**src/rtl/cal_seq_pkg.sv**
```systemverilog
package cal_seq_pkg;

    typedef enum logic [1:0] {
        ST_FRAME  = 2'd0,
        ST_SLOT   = 2'd1,
        ST_PARITY = 2'd2,
        ST_TRAIN  = 2'd3
    } cal_state_e;

    localparam logic [1:0] FRAME_WORD = 2'b11;
    localparam logic [1:0] SATISFIED  = 2'b10;

    // diagonal parity step: swap lanes, then fold in the new word
    function automatic logic [1:0] dip_step(input logic [1:0] acc, input logic [1:0] w);
        return {acc[0], acc[1]} ^ w;
    endfunction

endpackage

```
**src/rtl/cal_map_table.sv**
```systemverilog
module cal_map_table #(
    parameter int DEPTH = 64,
    parameter int NPORT = 8,
    localparam int AW = $clog2(DEPTH),
    localparam int PW = $clog2(NPORT)
) (
    input  logic          clk,
    input  logic          rst_n,
    input  logic          we,
    input  logic [AW-1:0] waddr,
    input  logic [PW-1:0] wport,
    input  logic [AW-1:0] raddr,
    output logic [PW-1:0] rport
);
    logic [PW-1:0] tbl [DEPTH];

    always_ff @(posedge clk) begin
        if (!rst_n) begin
            for (int i = 0; i < DEPTH; i++) begin
                tbl[i] <= PW'(i % NPORT);
            end
        end else if (we) begin
            tbl[waddr] <= wport;
        end
    end

    assign rport = tbl[raddr];
endmodule

```
**src/rtl/cal_cfg_hold.sv**
```systemverilog
module cal_cfg_hold #(
    parameter int DEPTH  = 64,
    parameter int NPORT  = 8,
    parameter int LEN_FW = 5,
    parameter int REP_FW = 3,
    localparam int CFGW = LEN_FW + REP_FW,
    localparam int LSW  = LEN_FW + 3,
    localparam int RW   = REP_FW + 1,
    localparam int CW   = $clog2(NPORT + 1)
) (
    input  logic            clk,
    input  logic            rst_n,
    input  logic            load,
    input  logic            sel,
    input  logic [CFGW-1:0] cfg_a,
    input  logic [CFGW-1:0] cfg_b,
    input  logic [CW-1:0]   act_ports,
    output logic [LSW-1:0]  len_slots,
    output logic [RW-1:0]   rep_max,
    output logic            cfg_err
);
    logic [LEN_FW-1:0] len_f;
    logic [REP_FW-1:0] rep_f;

    always_ff @(posedge clk) begin
        if (!rst_n) begin
            len_f <= '0;
            rep_f <= '0;
        end else if (load) begin
            {rep_f, len_f} <= sel ? cfg_b : cfg_a;
        end
    end

    assign len_slots = (LSW'(len_f) + LSW'(1)) << 2;
    assign rep_max   = RW'(rep_f) + RW'(1);
    assign cfg_err   = (LSW'(act_ports) > len_slots) || (len_slots > LSW'(DEPTH));
endmodule

```
**src/rtl/cal_dip.sv**
```systemverilog
module cal_dip (
    input  logic       clk,
    input  logic       rst_n,
    input  logic       seed,
    input  logic       step,
    input  logic [1:0] word,
    output logic [1:0] par
);
    import cal_seq_pkg::*;

    logic [1:0] acc_q;

    always_ff @(posedge clk) begin
        if (!rst_n) begin
            acc_q <= FRAME_WORD;
        end else if (seed) begin
            acc_q <= dip_step(2'b00, FRAME_WORD);
        end else if (step) begin
            acc_q <= dip_step(acc_q, word);
        end
    end

    assign par = acc_q;
endmodule

```
**src/rtl/status_cal_seq.sv**
```systemverilog
module status_cal_seq #(
    parameter int NPORT  = 8,
    parameter int DEPTH  = 64,
    parameter int LEN_FW = 5,
    parameter int REP_FW = 3,
    localparam int AW   = $clog2(DEPTH),
    localparam int PW   = $clog2(NPORT),
    localparam int CW   = $clog2(NPORT + 1),
    localparam int CFGW = LEN_FW + REP_FW,
    localparam int LSW  = LEN_FW + 3,
    localparam int RW   = REP_FW + 1
) (
    input  logic              clk,
    input  logic              rst_n,
    input  logic              force_train,
    input  logic [CFGW-1:0]   cfg_a,
    input  logic [CFGW-1:0]   cfg_b,
    input  logic              cfg_sel,
    input  logic [CW-1:0]     act_ports,
    input  logic              map_we,
    input  logic [AW-1:0]     map_addr,
    input  logic [PW-1:0]     map_port,
    input  logic [2*NPORT-1:0] port_status,
    output logic [1:0]        stat_out,
    output logic              cfg_err
);
    import cal_seq_pkg::*;

    cal_state_e     state_q, state_d;
    logic [LSW-1:0] slot_q;
    logic [RW-1:0]  rep_q;
    logic [LSW-1:0] len_slots;
    logic [RW-1:0]  rep_max;
    logic [PW-1:0]  cur_port;
    logic [1:0]     raw_status, slot_word, par;
    logic           last_slot, last_rep, cfg_load;

    cal_map_table #(.DEPTH(DEPTH), .NPORT(NPORT)) map_i (
        .clk   (clk),
        .rst_n (rst_n),
        .we    (map_we),
        .waddr (map_addr),
        .wport (map_port),
        .raddr (slot_q[AW-1:0]),
        .rport (cur_port)
    );

    assign cfg_load = (state_q == ST_FRAME) || (state_q == ST_TRAIN);

    cal_cfg_hold #(.DEPTH(DEPTH), .NPORT(NPORT), .LEN_FW(LEN_FW), .REP_FW(REP_FW)) cfg_i (
        .clk       (clk),
        .rst_n     (rst_n),
        .load      (cfg_load),
        .sel       (cfg_sel),
        .cfg_a     (cfg_a),
        .cfg_b     (cfg_b),
        .act_ports (act_ports),
        .len_slots (len_slots),
        .rep_max   (rep_max),
        .cfg_err   (cfg_err)
    );

    assign raw_status = port_status[{cur_port, 1'b0} +: 2];
    assign slot_word  = (raw_status == FRAME_WORD) ? SATISFIED : raw_status;

    cal_dip dip_i (
        .clk   (clk),
        .rst_n (rst_n),
        .seed  (state_q == ST_FRAME),
        .step  (state_q == ST_SLOT),
        .word  (slot_word),
        .par   (par)
    );

    assign last_slot = (slot_q == len_slots - LSW'(1));
    assign last_rep  = (rep_q == rep_max - RW'(1));

    // next-state selection
    always_comb begin
        state_d = state_q;
        if (force_train) begin
            state_d = ST_TRAIN;
        end else begin
            unique case (state_q)
                ST_FRAME:  state_d = ST_SLOT;
                ST_SLOT:   state_d = (last_slot && last_rep) ? ST_PARITY : ST_SLOT;
                ST_PARITY: state_d = ST_FRAME;
                ST_TRAIN:  state_d = ST_FRAME;
            endcase
        end
    end

    // state register and position counters
    always_ff @(posedge clk) begin
        if (!rst_n) begin
            state_q <= ST_FRAME;
            slot_q  <= '0;
            rep_q   <= '0;
        end else begin
            state_q <= state_d;
            if (state_q == ST_SLOT) begin
                if (last_slot) begin
                    slot_q <= '0;
                    rep_q  <= rep_q + RW'(1);
                end else begin
                    slot_q <= slot_q + LSW'(1);
                end
            end else begin
                slot_q <= '0;
                rep_q  <= '0;
            end
        end
    end

    // output word per state
    always_comb begin
        unique case (state_q)
            ST_SLOT:   stat_out = slot_word;
            ST_PARITY: stat_out = par;
            ST_FRAME:  stat_out = FRAME_WORD;
            ST_TRAIN:  stat_out = FRAME_WORD;
        endcase
    end
endmodule

```
**config.mk**
```make
export PLATFORM = sky130hd
export DESIGN_NAME = status_cal_seq
export DESIGN_NICKNAME = d
export VERILOG_FILES = /design/src/rtl/cal_seq_pkg.sv /design/src/rtl/cal_map_table.sv /design/src/rtl/cal_cfg_hold.sv /design/src/rtl/cal_dip.sv /design/src/rtl/status_cal_seq.sv
export SDC_FILE = /design/constraint.sdc
export NUM_CORES = 1
export LEC_CHECK = 0
export ABC_CLOCK_PERIOD_IN_PS = 3200
export BUFFER_PORTS_ARGS = -buffer_cell sky130_fd_sc_hd__buf_2
export CORE_MARGIN = 2
export CORE_UTILIZATION = 40
export CTS_CLUSTER_DIAMETER = 40
export CTS_CLUSTER_SIZE = 40
export DETAILED_ROUTE_END_ITERATION = 7
export SLEW_MARGIN = 5
export SYNTH_ARGS = -nofsm -noshare
export SYNTH_HDL_FRONTEND = slang
export SYNTH_SLANG_ARGS = --single-unit
```
**constraint.sdc**
```tcl
create_clock -name clk -period 3.2 [get_ports clk]
set_input_delay 0 -clock clk [delete_from_list [all_inputs] [get_ports clk]]
set_output_delay 0 -clock clk [all_outputs]
set_load 0.1 [all_outputs]
```
==> results.toml, run 1 <==
[run_status]
run_status = "finished, violations left"
violations = "setup timing"

[layout]
drive_above_1_share_pct = 23.2
number_of_nets_in_the_layout = 1038
instances_no_fill = 1380
layout-area-overhead-vs-synth_pct = 19.0

[synth]
synthTopCellsByArea = "sky130_fd_sc_hd__edfxtp_1, sky130_fd_sc_hd__mux4_2, sky130_fd_sc_hd__dfxtp_1"
synth_nets = 980
ys.warnings.count = 0
post_synthesis_share_of_cell_area_spent_on_and_or_nand_and_nor_gates_pct = 18.2
post_synth_edffs = 192
distinct_cell_type_count_after_synthesis = 60
synth.mux.area_fraction_pct = 12.3
ys_seq_elements = 216
post_synth_fa_ha_maj_area_fraction_pct = 1.34
synth_sequential_area_ratio_pct = 55.9
compound_gate_fraction_of_synth_area_pct = 6.05
synthCells = 918
post-synth-top-count-cell = "sky130_fd_sc_hd__edfxtp_1"
synth_top_family_by_area = "simple AND/OR/NAND/NOR gates"
postSynth.topFlopCell = "sky130_fd_sc_hd__edfxtp_1"
synth_area_leader_cell = "sky130_fd_sc_hd__edfxtp_1"
yosys-top-cells-count = "sky130_fd_sc_hd__edfxtp_1, sky130_fd_sc_hd__clkbuf_1, sky130_fd_sc_hd__or3_1"
fraction_of_post_synthesis_cell_area_in_the_top_cell_type_by_area_pct = 51.6
synth-xor-area-share_pct = 1.88
syn_area_mm2 = 0.0112
syn_area_per_cell_um2 = 12.2
synth-async-reset-ratio_pct = 0

[setup_path]
path_buf_inv = 2
worstSetupStartpointType = "register"
cp_data_required_time_ps = 3200
crit_chain = "buf_12 > mux4_2 > a22oi_2 > a41oi_2 > a31oi_4 > mux2i_1 > mux2i_1 > mux2i_2 > nand4_1 > a21oi_2 > buf_12"
end_kind = "output pin"
path_class = "reg -> out"
crit_path_start = "slot_q[0]"
r2r_end = "dip_i.par[1]"
regToRegStartpoint = "slot_q[0]"
crit_family = "multiplexers"
timing.reg2reg.worst_path_depth = 12
timing.critical_path.slowest_cell_delay_ps = 520
internal_reg_to_reg_setup_slack_ps = 110
crit_path_top_delay_cell = "sky130_fd_sc_hd__mux4_2"
timing.critical_path.depth = 11
arrival_time_at_the_worst_endpoint_ps = 3420
worst-path-max-fanout = 16

[placed_design]
place_inst = 1286
portBuffers = 52
dp_hpwl_um = 18700
routabilityCongestion = 0.819

[die]
design.die.area_mm2 = 0.0293
core.rowCount = 61
io_pins = 53
core_area_mm2 = 0.0276
die_width_um = 171
chipHeight_um = 171
initial_utilization_pct = 40.4

[power]
share_clk_of_total_power_pct = 47.6
combPwrFrac_pct = 9.1
internal_power_mw = 5.72
switching_power_mw = 1.85
vdd_drop_max_mv = 0.387
pwr-share-seq_pct = 43.3
cell_leakage_power_nw = 4.66
total_power_mw = 7.57
switching_share_pct = 24.4
p_per_area_mw_per_mm2 = 569

[clocking]
cts.sinks = 216
cts_root_buf = "sky130_fd_sc_hd__clkbuf_16"
clk_path_buf_depth = 3
number_of_buffers_inserted_during_clock_tree_synthesis = 35
cts_tree = "done"
clock_h_tree_levels = 2
cts.reportedPaths.clkPinSlew_ps = 60
clock_latency_on_the_worst_skew_pair_ps = 510

[timing]
rsz0062_at_grt = "yes"
totalNegativeSetupSlack_ps = -263
min_period_over_period_pct = 107
postLayoutSetupSlackWorst_ps = -216
setup_violations = 2
fin_skew_ps = 25.8
final-max-slew-violation-count = 0
slew_at_the_pin_closest_to_its_max_slew_limit_ps = 1210
max_freq_mhz = 293
final.min_clock_period_ps = 3420
relSlewSlack_pct = 19.3
hold_viol_final = 0

[hold_path]
holdCritPathClass = "in -> reg"
holdPathEnd = "map_i.tbl[8][2]"
worst_hold_startpoint = "map_addr[1]"
hold_path_depth = 2

[route]
count_of_vias_placed_by_the_detailed_router = 7875
post_drt_wl_per_cell_um = 21.5
drt-initial-drc-count = 797
routed_wl_um = 29600
drcViolationCount = 0
detail_route.vias_per_cell = 5.71
antenna_left = 0
detail_route.first_pass.iterations = 5

[grt]
grt_pass1_vias = 7895
grt_first_pass_wirelength_um = 45600
grt_usage_pct = 20.8
grt_overflow_total = 0
pin_count_of_the_biggest_net_entering_global_routing = 65
grt_antenna_before_repair = 0

[flow_run]
maxCapViolations = 0
==> cells in the final DEF (no fill, tap or decap), types with 5 or more instances in the layout <==
cell / count
sky130_fd_sc_hd__nand3_1: 35
sky130_fd_sc_hd__and2_1: 19
sky130_fd_sc_hd__nand4_1: 7
sky130_fd_sc_hd__dlygate4sd3_1: 19
sky130_fd_sc_hd__xnor2_1: 15
sky130_fd_sc_hd__nor2_1: 39
sky130_fd_sc_hd__buf_4: 42
sky130_fd_sc_hd__nor3_1: 30
sky130_fd_sc_hd__clkbuf_16: 37
sky130_fd_sc_hd__nand2b_1: 8
sky130_fd_sc_hd__inv_1: 8
sky130_fd_sc_hd__dfxtp_1: 20
sky130_fd_sc_hd__mux2i_1: 27
sky130_fd_sc_hd__nand2_1: 55
sky130_fd_sc_hd__xor2_1: 9
sky130_fd_sc_hd__mux4_2: 44
sky130_fd_sc_hd__nor2b_1: 10
sky130_fd_sc_hd__a31oi_1: 5
sky130_fd_sc_hd__ha_1: 12
sky130_fd_sc_hd__o21ai_0: 66
sky130_fd_sc_hd__and3_1: 60
sky130_fd_sc_hd__nor3b_1: 5
sky130_fd_sc_hd__clkinv_1: 9
sky130_fd_sc_hd__edfxtp_1: 192
sky130_fd_sc_hd__o211ai_1: 5
sky130_fd_sc_hd__or3_1: 75
sky130_fd_sc_hd__buf_12: 7
sky130_fd_sc_hd__or2_2: 5
sky130_fd_sc_hd__nor4_1: 5
sky130_fd_sc_hd__buf_2: 50
==> final cells by class <==
cell class                 count  area, um^2
inverter                      10        37.5
fill                        2423       14300
multi-input combinational    593        4490
clock inverter                22         174
antenna                        1        2.50
timing repair buffer         120         918
clock buffer                  40         947
sequential                   216        6260
tap                          378         473
==> layer usage <==
| layer | global-route usage (%) | vias to the layer above | share of wire [%] |
|---|---|---|---|
| met5 | 0 | - | 0 |
| met2 | 32.8 | 345 | 45 |
| met3 | 4.00 | 64 | 7.7 |
| met4 | 8.25 | 0 | 3.0 |
| li1 | - | 3598 | - |
| met1 | 28.6 | 3868 | 44 |
==> state kept, by name, summed over array words and instances, names as in the netlist <==
| register | count |
|---|---|
| cfg_i.rep_f | 3 |
| state_q | 2 |
| map_i.tbl | 192 |
| cfg_i.len_f | 5 |
| rep_q | 4 |
| dip_i.par | 2 |
| slot_q | 8 |
==> cell families (layout without fill, tap and decap cells) <==
kind of cell	Yosys count	after routing
mux	79	79
simple gates	370	370
compound gates	108	108
fa+ha+maj	12	12
flops	216	216
other cells	0	1
buf+inv	109	192
xor+xnor	24	24
==> stage by stage <==
| step | hold WS [ps] | utilization, % | instance area [um^2] | setup WS (ps) |
|---|---|---|---|---|
| after floorplan | 124 | - | 11200 | -166 |
| after global placement | 233 | 42.9 | 11800 | 173 |
| after detailed placement | 237 | 42.9 | 11800 | 106 |
| after CTS | 5.63 | 48.2 | 13300 | -268 |
| after global routing | 29.9 | 48.1 | 13300 | -348 |
| final | 24.6 | 48.1 | 13300 | -216 |
==> how the worst max path moves through the flow <==
stage	to
floorplan	stat_out[0]
global placement	stat_out[0]
detailed placement	stat_out[0]
CTS	stat_out[0]
global route	stat_out[0]
finish	stat_out[0]
==> power groups by stage <==
| stage | sequential [mW] | clock, mW | combinational, mW |
|---|---|---|---|
| 3_5_place_dp | 3.33 | 0 | 0.636 |
| 5_1_grt | 3.29 | 3.76 | 0.746 |
| 3_3_place_gp | 3.33 | 0 | 0.631 |
| 2_1_floorplan | 3.29 | 0 | 0.453 |
| 6_report | 3.27 | 3.60 | 0.688 |
| 4_1_cts | 3.28 | 3.63 | 0.702 |
==> worst reg2reg max path, cell delays in order, from the launching register on <==
cell	delay, ps
sky130_fd_sc_hd__dfxtp_4	380
sky130_fd_sc_hd__buf_12	170
sky130_fd_sc_hd__mux4_2	530
sky130_fd_sc_hd__a22oi_2	260
sky130_fd_sc_hd__a41oi_2	170
sky130_fd_sc_hd__a31oi_4	310
sky130_fd_sc_hd__mux2i_1	250
sky130_fd_sc_hd__mux2i_1	110
sky130_fd_sc_hd__mux2i_2	190
sky130_fd_sc_hd__buf_4	170
sky130_fd_sc_hd__buf_4	110
sky130_fd_sc_hd__xnor2_1	50
sky130_fd_sc_hd__a211o_1	280
==> timing repair <==
| item | CTS | global route |
|---|---|---|
| pin swaps | 5 | 10 |
| setup endpoints to repair | 2 | 3 |
| hold buffers | 19 | 0 |
| resized for setup | 7 | 12 |
| hold endpoints to repair | 12 | 0 |
| buffers inserted | 15 | 3 |
No activity file was read; power rests on OpenSTA's default activity.
==> run 2, diff against run 1 <==
Settings changed: CORE_ASPECT_RATIO set to 2.
==> results.toml, run 2 (synthesized netlist as in run 1, its figures left out) <==
[flow_run]
maxCapViolations = 0

[route]
post_drt_wl_per_cell_um = 23.3
count_of_vias_placed_by_the_detailed_router = 7783
antenna_left = 0
drcViolationCount = 0
drt-initial-drc-count = 468
routed_wl_um = 31000
detail_route.first_pass.iterations = 5
detail_route.vias_per_cell = 5.85

[power]
share_clk_of_total_power_pct = 36.7
cell_leakage_power_nw = 4.47
vdd_drop_max_mv = 0.294
pwr-share-seq_pct = 52.0
combPwrFrac_pct = 11.3
p_per_area_mw_per_mm2 = 488
switching_share_pct = 25.3
internal_power_mw = 4.69
switching_power_mw = 1.59

[placed_design]
dp_hpwl_um = 20900
pre_cts_ws_ps = 4.70
routabilityCongestion = 0.839
place_inst = 1267
portBuffers = 52

[timing]
slew_at_the_pin_closest_to_its_max_slew_limit_ps = 940
min_period_over_period_pct = 108
rsz0062_at_grt = "yes"
fin_skew_ps = 13.0
max_freq_mhz = 290
postLayoutSetupSlackWorst_ps = -252
relSlewSlack_pct = 37.2
final.min_clock_period_ps = 3450
final-max-slew-violation-count = 0
setup_violations = 2
hold_viol_final = 0

[grt]
globalRouteMet2Util_pct = 40.6
grt_usage_pct = 21.7
met1_usage_pct = 24.0
met3_routing_resource_usage_after_global_routing_pct = 2.21
grt_first_pass_wirelength_um = 47200
grt_overflow_total = 0
grt_antenna_before_repair = 0
grt_busiest_layer = "met2"
grt_pass1_vias = 7982
pin_count_of_the_biggest_net_entering_global_routing = 63

[setup_path]
cp_data_required_time_ps = 3200
arrival_time_at_the_worst_endpoint_ps = 3450
path_class = "reg -> out"
end_kind = "output pin"
worst-path-max-fanout = 13
worstSetupStartpointType = "register"

[clocking]
cts.sinks = 216
cts_root_buf = "sky130_fd_sc_hd__clkbuf_16"
cts.reportedPaths.clkPinSlew_ps = 80
clock_latency_on_the_worst_skew_pair_ps = 500
clock_h_tree_levels = 1
clk_path_buf_depth = 3
number_of_buffers_inserted_during_clock_tree_synthesis = 17
cts_tree = "done"

[layout]
largest_regs = "map_i.tbl (192), slot_q (8), cfg_i.len_f (5)"
layout_common_cells = "sky130_fd_sc_hd__edfxtp_1, sky130_fd_sc_hd__or3_1, sky130_fd_sc_hd__o21ai_0"
multi_input_area_mm2 = 0.00450
final_core_util_pct = 46.8
antenna-diode-count = 0
mostFrequentLayoutCell = "sky130_fd_sc_hd__edfxtp_1"
instances_no_fill = 1331
num-fill-cells = 2488
number_of_flip_flops_under_the_largest_register_name = 192
drive_above_1_share_pct = 22.4
layout-area-overhead-vs-synth_pct = 15.3
biggest_register = "map_i.tbl"
number_of_nets_in_the_layout = 1030
layout.area.seq_mm2 = 0.00626

[die]
design.die.area_mm2 = 0.0294
die_width_um = 122
chipHeight_um = 240
core_area_mm2 = 0.0275
io_pins = 53
core.rowCount = 86
initial_utilization_pct = 40.6

[run_status]
violations = "setup timing"
run_status = "finished, violations left"

[hold_path]
holdCritPathClass = "in -> reg"
run 2: cell count changes in the layout (fill, tap and decap cells not counted), sizes merged:
cell,previous run,this run
bufinv,1,2
inv,15,14
clkinvlp,2,1
clkbuf,40,17
diode,1,0
buf,101,111
clkinv,14,6
run 2: power by group through the flow:
stage	combinational, mW	clock (mW)	sequential [mW]
after floorplan	0.453	0	3.29
after global placement	0.630	0	3.34
after detailed placement	0.639	0	3.34
after CTS	0.708	2.33	3.27
after global routing	0.767	2.44	3.28
final	0.713	2.31	3.27
run 2: routing by layer:
metal	routed length (um)	part of all wire, %
met1	11100	36
met5	0	0
met4	1450	4.7
met2	17000	55
met3	1510	4.9
run 2: cell type report:
class	count	area share, %
flip-flops and latches	216	48.6
multi-input cells	593	34.9
repair buffers	130	8.11
well taps	352	3.42
clock buffers	17	3.30
clock inverters	13	1.39
inverters	10	0.291
run 2: what timing repair did:
action / in CTS / in global routing
hold endpoints to repair: 12 / 0
gates cloned: 2 / 0
setup endpoints to repair: 2 / 3
buffers inserted: 12 / 2
pin swaps: 7 / 5
resized for setup: 21 / 3
hold buffers: 19 / 0
run 2: final timing paths:
path	start	slack, ps	endpoint	depth (start not counted)
setup reg to reg	slot_q[0]	130	dip_i.par[1]	12
setup / recovery	slot_q[0]	-250	stat_out[0]	13
hold / removal	map_addr[1]	20	map_i.tbl[8][2]	2
hold reg to reg	slot_q[7]	520	slot_q[7]	2
run 2: worst max-delay path, stage by stage, from the launching register on:
cell and delay (ps):
sky130_fd_sc_hd__dfxtp_4 390, sky130_fd_sc_hd__buf_12 150, sky130_fd_sc_hd__buf_12 110, sky130_fd_sc_hd__buf_16 160, sky130_fd_sc_hd__mux4_2 520, sky130_fd_sc_hd__mux2_2 320
sky130_fd_sc_hd__nor4_1 190, sky130_fd_sc_hd__a31oi_1 100, sky130_fd_sc_hd__and4_4 180, sky130_fd_sc_hd__a2111oi_2 330, sky130_fd_sc_hd__a31oi_1 100, sky130_fd_sc_hd__nand4_1 140
sky130_fd_sc_hd__a21oi_2 90, sky130_fd_sc_hd__buf_12 170
run 2: per-stage QoR:
step | hold slack (ps) | power [mW] | area (um^2) | TNS, ps
6_report | 23.0 | 6.29 | 12900 | -377
5_1_grt | 38.5 | 6.48 | 12900 | -678
4_1_cts | 2.33 | 6.31 | 12800 | -333
3_5_place_dp | 252 | 3.98 | 11800 | 0
3_3_place_gp | 233 | 3.97 | 11800 | 0
2_1_floorplan | 124 | 3.74 | 11200 | -166
==> run 3, diff against run 2 <==
Settings changed: SYNTH_HIERARCHICAL set to 1.
==> results.toml, run 3 <==
[run_status]
run_status = "finished, violations left"
violations = "setup timing"

[layout]
instances_no_fill = 1362
antenna-diode-count = 0
number_of_flip_flops_under_the_largest_register_name = 192
number_of_nets_in_the_layout = 1056
drive_above_1_share_pct = 22.3
biggest_register = "map_i/tbl"
final_core_util_pct = 48.0
layout-area-overhead-vs-synth_pct = 18.7
layout_common_cells = "sky130_fd_sc_hd__edfxtp_1, sky130_fd_sc_hd__nand2_1, sky130_fd_sc_hd__nand3_1"
largest_regs = "map_i/tbl (192), slot_q (8), cfg_i/len_f (5)"
mostFrequentLayoutCell = "sky130_fd_sc_hd__edfxtp_1"

[synth]
postSynth.topFlopCell = "sky130_fd_sc_hd__edfxtp_1"
syn_area_mm2 = 0.0111
syn_area_per_cell_um2 = 12.0
post-synth-top-count-cell = "sky130_fd_sc_hd__edfxtp_1"
post_synth_edffs = 192
synth-async-reset-ratio_pct = 0
synthCells = 925
synth_sequential_area_ratio_pct = 56.2
synthTopCellsByArea = "sky130_fd_sc_hd__edfxtp_1, sky130_fd_sc_hd__mux4_2, sky130_fd_sc_hd__dfxtp_1"
synth_area_leader_cell = "sky130_fd_sc_hd__edfxtp_1"
ys_seq_elements = 216
distinct_cell_type_count_after_synthesis = 55
ys.warnings.count = 6
fraction_of_post_synthesis_cell_area_in_the_top_cell_type_by_area_pct = 51.9
yosys-top-cells-count = "sky130_fd_sc_hd__edfxtp_1, sky130_fd_sc_hd__nand2_1, sky130_fd_sc_hd__nand3_1"

[setup_path]
worstSetupStartpointType = "register"
path_class = "reg -> out"
arrival_time_at_the_worst_endpoint_ps = 3490
crit_chain = "buf_12 > buf_4 > mux4_2 > nor3_1 > nor4_1 > o21ai_0 > nand3_1 > mux2_2 > nor2_4 > a31oi_4 > buf_8"
timing.critical_path.slowest_cell_delay_ps = 550
worst-path-max-fanout = 7
end_kind = "output pin"
crit_path_top_delay_cell = "sky130_fd_sc_hd__mux4_2"
cp_data_required_time_ps = 3200

[timing]
relSlewSlack_pct = 16.9
slew_at_the_pin_closest_to_its_max_slew_limit_ps = 1240
max_freq_mhz = 286
hold_viol_final = 0
final.min_clock_period_ps = 3490
min_period_over_period_pct = 109
postLayoutSetupSlackWorst_ps = -292
final-max-slew-violation-count = 0
timing.hold.ws_ps = 1.21
rsz0062_at_grt = "yes"
fin_skew_ps = 13.0
setup_violations = 2

[clocking]
cts.reportedPaths.clkPinSlew_ps = 80
cts_root_buf = "sky130_fd_sc_hd__clkbuf_16"
cts_tree = "done"
number_of_buffers_inserted_during_clock_tree_synthesis = 24
cts.sinks = 216
clk_path_buf_depth = 3
clock_latency_on_the_worst_skew_pair_ps = 530
clock_h_tree_levels = 1

[route]
count_of_vias_placed_by_the_detailed_router = 7870
antenna_left = 0
routed_wl_um = 30600
detail_route.vias_per_cell = 5.78
drcViolationCount = 0
drt-initial-drc-count = 458
post_drt_wl_per_cell_um = 22.5
detail_route.first_pass.iterations = 5

[power]
p_per_area_mw_per_mm2 = 537
cell_leakage_power_nw = 4.53
total_power_mw = 7.08
vdd_drop_max_mv = 0.333

[die]
chipHeight_um = 240
design.die.area_mm2 = 0.0292
die_width_um = 122
initial_utilization_pct = 40.5
core.rowCount = 86
io_pins = 53
core_area_mm2 = 0.0274

[hold_path]
holdCritPathClass = "in -> reg"

[placed_design]
routabilityCongestion = 0.882
portBuffers = 52
dp_hpwl_um = 21700
pre_cts_ws_ps = -66.6
place_inst = 1295

[grt]
grt_pass1_vias = 8166
grt_first_pass_wirelength_um = 46300
grt_overflow_total = 0
grt_usage_pct = 21.3
grt_antenna_before_repair = 0
pin_count_of_the_biggest_net_entering_global_routing = 56

[flow_run]
maxCapViolations = 0
-- run 3: cells by family (layout without fill, tap and decap cells) --
kind of cell / after synthesis / after routing / share of synthesized area (%)
AND/OR/NAND/NOR: 403 / 403 / 17.6
flip-flops: 216 / 216 / 56.2
buffers and inverters: 103 / 187 / 4.39
AO/OA/AOI/OAI: 92 / 92 / 5.48
multiplexers: 68 / 68 / 12.5
XOR/XNOR: 28 / 28 / 2.21
adder cells (fa/ha/maj): 14 / 14 / 1.58
other: 1 / 2 / 0.0338
-- run 3: cell type report --
type,count,area (um^2)
tap,352,440
fill,2421,14300
multi-input combinational,607,4550
sequential,216,6250
clock buffer,25,626
inverter,18,67.6
clock inverter,19,267
timing repair buffer,125,981
-- run 3: path summary, 6_finish.rpt --
path | startpoint | endpoint | slack [ps] | cells after the start
max reg2reg | slot_q[0] | dip_i/par[1] | 140 | 11
max | slot_q[0] | stat_out[1] | -290 | 11
min reg2reg | cfg_i/rep_f[1] | cfg_i/rep_f[1] | 520 | 1
min | map_port[1] | map_i/tbl[47][1] | 1 | 2
-- run 3: report_power, final --
| group | switching, mW | internal, mW |
|---|---|---|
| sequential | 0.0726 | 3.21 |
| clock | 1.36 | 1.63 |
| combinational | 0.477 | 0.332 |
-- run 3: worst max-delay path: cells and delay by family (launching register included) --
kind,cells,cell delay [ps]
buf+inv,3,480
flops,1,410
simple gates,4,720
compound gates,2,460
mux,2,890
-- run 3: per-stage QoR --
stage / TNS [ps] / cell area (um^2)
5_1_grt: -722 / 13200
3_3_place_gp: -475 / 11900
3_5_place_dp: -122 / 11900
4_1_cts: -575 / 13100
6_report: -580 / 13200
2_1_floorplan: 0 / 11100
-- run 3: per-layer routing --
metal	vias to the layer above	track usage [%]	part of all wire, %
met4	0	12.6	5.6
met2	291	41.1	56
met1	3897	21.0	33
li1	3599	-	-
met3	83	2.67	4.8
met5	-	0	0
-- run 3: what timing repair did --
| item | in CTS | in global routing |
|---|---|---|
| setup buffers | 3 | 1 |
| resized for setup | 29 | 15 |
| pin swaps | 4 | 6 |
| endpoints found under the hold margin | 24 | 0 |
| hold buffers | 23 | 0 |
| setup endpoints to repair | 4 | 4 |
